<file path="config.mk">
export PLATFORM = sky130hd
export DESIGN_NAME = addr_latch_decoder
export DESIGN_NICKNAME = d
export VERILOG_FILES = /design/src/rtl/alcd_pkg.sv /design/src/rtl/alcd_latch.sv /design/src/rtl/alcd_decode.sv /design/src/rtl/alcd_gate.sv /design/src/rtl/addr_latch_decoder.sv
export SDC_FILE = /design/constraint.sdc
export NUM_CORES = 1
export LEC_CHECK = 0
export ABC_AREA = 1
export CORE_AREA = 2 2 39 41
export CTS_CLUSTER_DIAMETER = 30
export DETAILED_ROUTE_END_ITERATION = 7
export DIE_AREA = 0 0 41 43
export GPL_ROUTABILITY_DRIVEN = 0
export GPL_TIMING_DRIVEN = 0
export PLACE_DENSITY = 0.52
export RECOVER_POWER = 100
export REMOVE_ABC_BUFFERS = 1
export SKIP_LAST_GASP = 1
export SYNTH_ARGS = -nofsm -noshare
export SYNTH_HDL_FRONTEND = slang
export SYNTH_HIERARCHICAL = 1
export SYNTH_SLANG_ARGS = --single-unit
</file>
<file path="constraint.sdc">
create_clock -name clk_i -period 1.96 [get_ports clk_i]
set_input_delay 0.392 -clock clk_i [delete_from_list [all_inputs] [get_ports clk_i]]
set_output_delay 0.392 -clock clk_i [all_outputs]
set_load 0.005 [all_outputs]
</file>
<file path="src/rtl/alcd_pkg.sv">
`timescale 1ns/1ps
package alcd_pkg;
  localparam int unsigned DEF_ADDR_W = 4;
  localparam int unsigned DEF_SEL_W  = 2;
endpackage

</file>
<file path="src/rtl/alcd_latch.sv">
`timescale 1ns/1ps
module alcd_latch #(
  parameter int unsigned W = 6
) (
  input  logic         clk_i,
  input  logic         rst_ni,
  input  logic         strobe_i,
  input  logic [W-1:0] d_i,
  output logic [W-1:0] q_o
);
  logic [W-1:0] held_q;

  always_ff @(posedge clk_i or negedge rst_ni) begin
    if (!rst_ni)       held_q <= '0;
    else if (strobe_i) held_q <= d_i;
  end

  // transparent while strobe high, register contents otherwise
  assign q_o = strobe_i ? d_i : held_q;


  hold_stable_chk: assert property (@(posedge clk_i) disable iff (!rst_ni)
    (!$past(strobe_i) && !strobe_i) |-> $stable(q_o));


  capture_on_fall_chk: assert property (@(posedge clk_i) disable iff (!rst_ni)
    ($past(rst_ni) && $fell(strobe_i)) |-> (q_o == $past(d_i)));
endmodule

</file>
<file path="src/rtl/alcd_decode.sv">
`timescale 1ns/1ps
module alcd_decode #(
  parameter int unsigned SEL_W  = 2,
  localparam int unsigned NUM_CS = 1 << SEL_W
) (
  input  logic              clk_i,
  input  logic              rst_ni,
  input  logic [SEL_W-1:0]  sel_i,
  output logic [NUM_CS-1:0] hot_o
);
  for (genvar k = 0; k < NUM_CS; k++) begin : g_hot
    assign hot_o[k] = (sel_i == SEL_W'(k));
  end


  one_hot_chk: assert property (@(posedge clk_i) disable iff (!rst_ni)
    $countones(hot_o) == 1);
endmodule

</file>
<file path="src/rtl/alcd_gate.sv">
`timescale 1ns/1ps
module alcd_gate #(
  parameter int unsigned NUM_CS   = 4,
  parameter bit          GATED_RW = 1'b1
) (
  input  logic              clk_i,
  input  logic              rst_ni,
  input  logic [NUM_CS-1:0] hot_i,
  input  logic              ce_ni,
  input  logic              rd_ni,
  input  logic              wr_ni,
  output logic [NUM_CS-1:0] cs_no
);
  logic en;

  if (GATED_RW) begin : g_rw
    assign en = !ce_ni && (!rd_ni || !wr_ni);

    rw_idle_chk: assert property (@(posedge clk_i) disable iff (!rst_ni)
      (rd_ni && wr_ni) |-> (&cs_no));
  end else begin : g_ce
    assign en = !ce_ni;

    ce_only_chk: assert property (@(posedge clk_i) disable iff (!rst_ni)
      !ce_ni |-> ($countones(~cs_no) == 1));
  end

  assign cs_no = en ? ~hot_i : '1;


  ce_off_chk: assert property (@(posedge clk_i) disable iff (!rst_ni)
    ce_ni |-> (&cs_no));
endmodule

</file>
<file path="src/rtl/addr_latch_decoder.sv">
`timescale 1ns/1ps
module addr_latch_decoder
  import alcd_pkg::*;
#(
  parameter int unsigned ADDR_W   = DEF_ADDR_W,
  parameter int unsigned SEL_W    = DEF_SEL_W,
  parameter bit          GATED_RW = 1'b1,
  localparam int unsigned IN_W    = ADDR_W + SEL_W,
  localparam int unsigned NUM_CS  = 1 << SEL_W
) (
  input  logic              clk_i,
  input  logic              rst_ni,
  input  logic              strobe_i,
  input  logic [IN_W-1:0]   addr_i,
  input  logic              ce_ni,
  input  logic              rd_ni,
  input  logic              wr_ni,
  output logic [ADDR_W-1:0] addr_o,
  output logic [NUM_CS-1:0] cs_no
);
  logic [IN_W-1:0]   lat;
  logic [NUM_CS-1:0] hot;

  alcd_latch #(.W(IN_W)) u_latch (
    .clk_i(clk_i), .rst_ni(rst_ni), .strobe_i(strobe_i), .d_i(addr_i), .q_o(lat)
  );

  alcd_decode #(.SEL_W(SEL_W)) u_decode (
    .clk_i(clk_i), .rst_ni(rst_ni), .sel_i(lat[IN_W-1:ADDR_W]), .hot_o(hot)
  );

  alcd_gate #(.NUM_CS(NUM_CS), .GATED_RW(GATED_RW)) u_gate (
    .clk_i(clk_i), .rst_ni(rst_ni), .hot_i(hot), .ce_ni(ce_ni),
    .rd_ni(rd_ni), .wr_ni(wr_ni), .cs_no(cs_no)
  );

  assign addr_o = lat[ADDR_W-1:0];


  single_sel_chk: assert property (@(posedge clk_i) disable iff (!rst_ni)
    $countones(~cs_no) <= 1);


  flow_addr_chk: assert property (@(posedge clk_i) disable iff (!rst_ni)
    strobe_i |-> (addr_o == addr_i[ADDR_W-1:0]));
endmodule

</file>
---- After elaboration in Yosys (flattened, before gate mapping) ----
Cells that the tools add are included.
word-level totals
  output and inout bits ................... 8
  bits in registers ....................... 6
  bits of input ports ..................... 12
  logic and storage cells ................. 13
operators by class
  multiplexer cells ....................... 2
  reduce and logical (&&, ||, !) cells .... 6
  eq/ne operators ......................... 3
  bitwise logic cells ..................... 1
operators by type and width
  cell                  count
  $mux W6               1
  $eq A2 B2 Y1 const B  2
  $mux W4               1
  $not A4 Y4            1
  $logic_not A1 Y1      3
  $eq A2 B1 Y1 const B  1
  $logic_not A2 Y1      1
  $logic_and A1 B1 Y1   1
  $logic_or A1 B1 Y1    1

---- Logic depth before layout (Yosys ltp) ----
  depth in word-level cells ............... 4
  gate-level depth with buffers ........... 6
  depth with buffers taken out ............ 6

---- Hierarchy ----
The synthesis kept the hierarchy.
modules (own cells, without submodules)
  module       seq. area each (sq um)  area each (sq um)  cells each  times used
  alcd_latch   150.1                   221.5              25          1
  alcd_gate    0.0                     30.0               6           1
  alcd_decode  0.0                     26.3               7           1

---- Worst setup path before layout ----
No wires, ideal clock.
  path kind ............................... input -> output
  start ................................... input port strobe_i
  end ..................................... output port cs_no[2]
  stages .................................. 6
  buffers on the path ..................... 0
  data required time ...................... 1.568 ns
  path slack .............................. 0.751 ns
  arrival ................................. 0.817 ns
  cells stage by stage .................... inv_2 > nand2_1 > nand2_1 > inv_1 > nor2_1 > nand3_1
between the ends
  cells in the longest elaborated chain, start to end .. 4
ends and longest elaborated chain
  what             line                      RTL
  start, declared  addr_latch_decoder.sv:13  input logic strobe_i,
  $mux W6          n/a
  via lat[5]       addr_latch_decoder.sv:21  logic [IN_W-1:0] lat;
  $eq A2 B2 Y1     alcd_decode.sv:12         assign hot_o[k] = (sel_i == SEL_W'(k));
  via hot[2]       addr_latch_decoder.sv:22  logic [NUM_CS-1:0] hot;
  $not A4 Y4       alcd_gate.sv:28           assign cs_no = en ? ~hot_i : '1;
  $mux W4          alcd_gate.sv:28
  end, declared    addr_latch_decoder.sv:19  output logic [NUM_CS-1:0] cs_no
The timed path passes the listed nets, and every way through them passes these cells.

---- Worst setup path after layout ----
  start ................................... input port addr_i[5]
  end ..................................... output port cs_no[1]
between the ends
  cells in the longest elaborated chain, start to end .. 4
ends and longest elaborated chain
  what             line                      RTL
  start, declared  addr_latch_decoder.sv:14  input logic [IN_W-1:0] addr_i,
  $mux W6          n/a
  via lat[5]       addr_latch_decoder.sv:21
  $eq A2 B1 Y1     alcd_decode.sv:12
  via hot[1]       addr_latch_decoder.sv:22
  $not A4 Y4       alcd_gate.sv:28
  $mux W4          alcd_gate.sv:28
The timed path passes the listed nets, and every way through them passes these cells.

==> impl_metrics.csv <==
group,metric,value,unit
outcome,status,"finished clean",
critical_path,cpMaxStageDelayCell,"clkdlybuf4s50_1",
sta,worst_pin_slew,0.270,ns
finish,drive_gt1_frac,0.190,
floorplan,core_area,0.00138,sq mm
critical_path,crit_type,"in -> out",
yosys,synth.avg_cell_area,7.31,sq um
power,p_leak,0.265,nW
finish,antennaDiodeCount,0,
place,io_buffers,19,
worst_hold_path,worst_hold_path_type,"in -> async",
floorplan,die_area,0.00176,sq mm
routing,dr.pass1.iters,2,
critical_path,timing.rr.end,"u_latch/held_q[4]",
finish,top_register,"u_latch/held_q",
grt,grt_start_max_net_pins,8,
sta,post-route-period-util,0.982,
clock_network,clk_latency,0.24,ns
critical_path,crit_chain,"clkdlybuf4s50_1, nand2_1, nand2_2, buf_4, nor2_1, nand3_1, dlygate4sd2_1",
routing,wl,665,microns
finish,layout.nets,77,
place,dpl-instance-area,488,sq um
critical_path,cp_slowest_stage_delay,0.41,ns
floorplan,num_rows,14,
critical_path,critPathMaxFanout,5,
finish,largest_register_ffs,6,
grt,grt_pass1_wl,1040,microns
critical_path,end_kind,"output port",
critical_path,cp_top_family,"buffers and inverters",
sta,max_freq,520,MHz
routing,wl_per_cell,8.42,microns
clock_network,root_buffer,"clkbuf_4",
finish,fillers,161,
critical_path,cp-start-kind,"input pin",
sta,slew_headroom,0.819,
floorplan,ios,20,
yosys,ys_seq_area_frac,0.541,
yosys,syn_area,278,sq um
routing,num_vias,310,
critical_path,required,1.57,ns
yosys,syn_inst,38,
routing,post_drt_via_cell_ratio,3.92,
place,dp_hpwl,492,microns
yosys,yosys.cell_types.count,7,
routing,drt-initial-drc-count,2,
clock_network,tritoncts,"yes",
clock_network,cts.sinks,6,
routing,ant_nets,0,
routing,drc,0,
clock_network,clockBufferDepth,2,
finish,final_area,532,sq um
critical_path,r2r_start,"u_latch/held_q[4]",
sta,setup_violations,0,
critical_path,reg2regPathDepth,2,
run,cap_violations,0,
critical_path,r2r_slack,1.33,ns
floorplan,die_y,43,microns
sta,clock_skew,0,ns
finish,area_growth_syn_to_layout,91.4,%
power,vdd_drop_max,284,uV
sta,min_period,1.92,ns
clock_network,cts-buffers-inserted,3,
finish,reg_top3,"u_latch/held_q: 6 flops",
power,p_per_area,621,mW/mm^2
clock_network,htreeDepth,1,
grt,antenna_found_initial,0,
sta,hold_viol,0,
yosys,ys_ff_latch,6,
grt,first_global_vias,279,
yosys,ys.warnings.count,6,
floorplan,fp.dieW,41,microns
critical_path,arrival,1.53,ns
grt,grtUsageTotal,0.0897,
floorplan,start_util,0.201,
clock_network,clkTransAtPathRegs,0.05,ns
sta,hold_slack,0.458,ns
sta,drv_slew,0,
grt,gr-total-overflow,0,
sta,rsz0062_at_grt,"true",
critical_path,crit_buf_inv,3,
## metal layers
metal	part of all wire	GRT usage
met5	0	0
met4	0	0.0400
met3	0.13	0.0628
met2	0.40	0.131
met1	0.47	0.0945
## final cells by class
cell class                 instances  area (sq um)  share of cell area
sequential                         6           150               0.282
timing repair buffer              22           206               0.388
tap                               16          20.0              0.0376
inverter                           5          18.8              0.0353
clock buffer                       3          22.5              0.0424
multi-input combinational         27           114               0.214
## repair_timing
item,4_1_cts,5_1_grt
setup buffers,2,1
pin swaps,2,1
hold buffers,0,0
setup endpoints to repair,8,5
resized for setup,7,2
cloned,0,0
## report_power, final
part | switching, mW | internal [mW] | leakage (nW)
clock network | 0.0432 | 0.0692 | 0.0138
logic | 0.0323 | 0.0483 | 0.178
registers | 0.00237 | 0.135 | 0.0731
total | 0.0779 | 0.253 | 0.265
## placed cells by master, fill, tap and decap left out
cell,Yosys,final
nor2_1,3,3
dlymetal6s2s_1,0,1
dlygate4sd3_1,0,1
nand2_2,1,3
nand2_1,19,17
clkbuf_2,0,1
inv_2,2,2
dfrtp_1,6,6
buf_4,0,3
clkbuf_4,0,3
inv_1,3,3
dlygate4sd2_1,0,3
nand3_1,4,4
clkdlybuf4s50_1,0,13
## worst reg2reg max path, cell delays in order (launching register included)
cell and delay [ns]:
dfrtp_1 0.35, nand2_1 0.07, nand2_2 0.08
## metrics by stage
stage / std cells / setup WS (ns) / utilization / power [mW] / setup TNS [ns]
6_report: 79 / 0.0360 / 0.384 / 0.330 / 0
5_1_grt: 79 / -0.0178 / 0.384 / 0.359 / -0.0178
4_1_cts: 78 / -0.0840 / 0.381 / 0.340 / -0.0840
3_5_place_dp: 73 / -0.438 / 0.353 / 0.218 / -2.41
3_3_place_gp: 73 / -0.461 / 0.353 / 0.218 / -2.58
2_1_floorplan: 38 / 0.751 / - / 0.166 / 0
## cells in the mapped netlist, drive strengths merged
cell / instances / share of area
nor2: 3 / 0.041
nand3: 4 / 0.072
nand2: 20 / 0.28
dfrtp: 6 / 0.54
inv: 5 / 0.068
## worst max-delay path by stage
stage          startpoint  endpoint  slack (ns)  cells past startpoint
5_1_grt         addr_i[5]  cs_no[1]       -0.02                      7
2_1_floorplan    strobe_i  cs_no[2]        0.75                      6
3_5_place_dp     strobe_i  cs_no[1]       -0.44                      8
3_3_place_gp     strobe_i  cs_no[3]       -0.46                      8
6_report        addr_i[5]  cs_no[1]        0.04                      7
4_1_cts         addr_i[5]  cs_no[3]       -0.08                      7
## kinds of logic after synthesis
kind of cell,count (synthesis),synth area share
buffers and inverters,5,0.0676
flip-flops,6,0.541
AND/OR/NAND/NOR,27,0.392
Power figures use the tool's default switching activity.
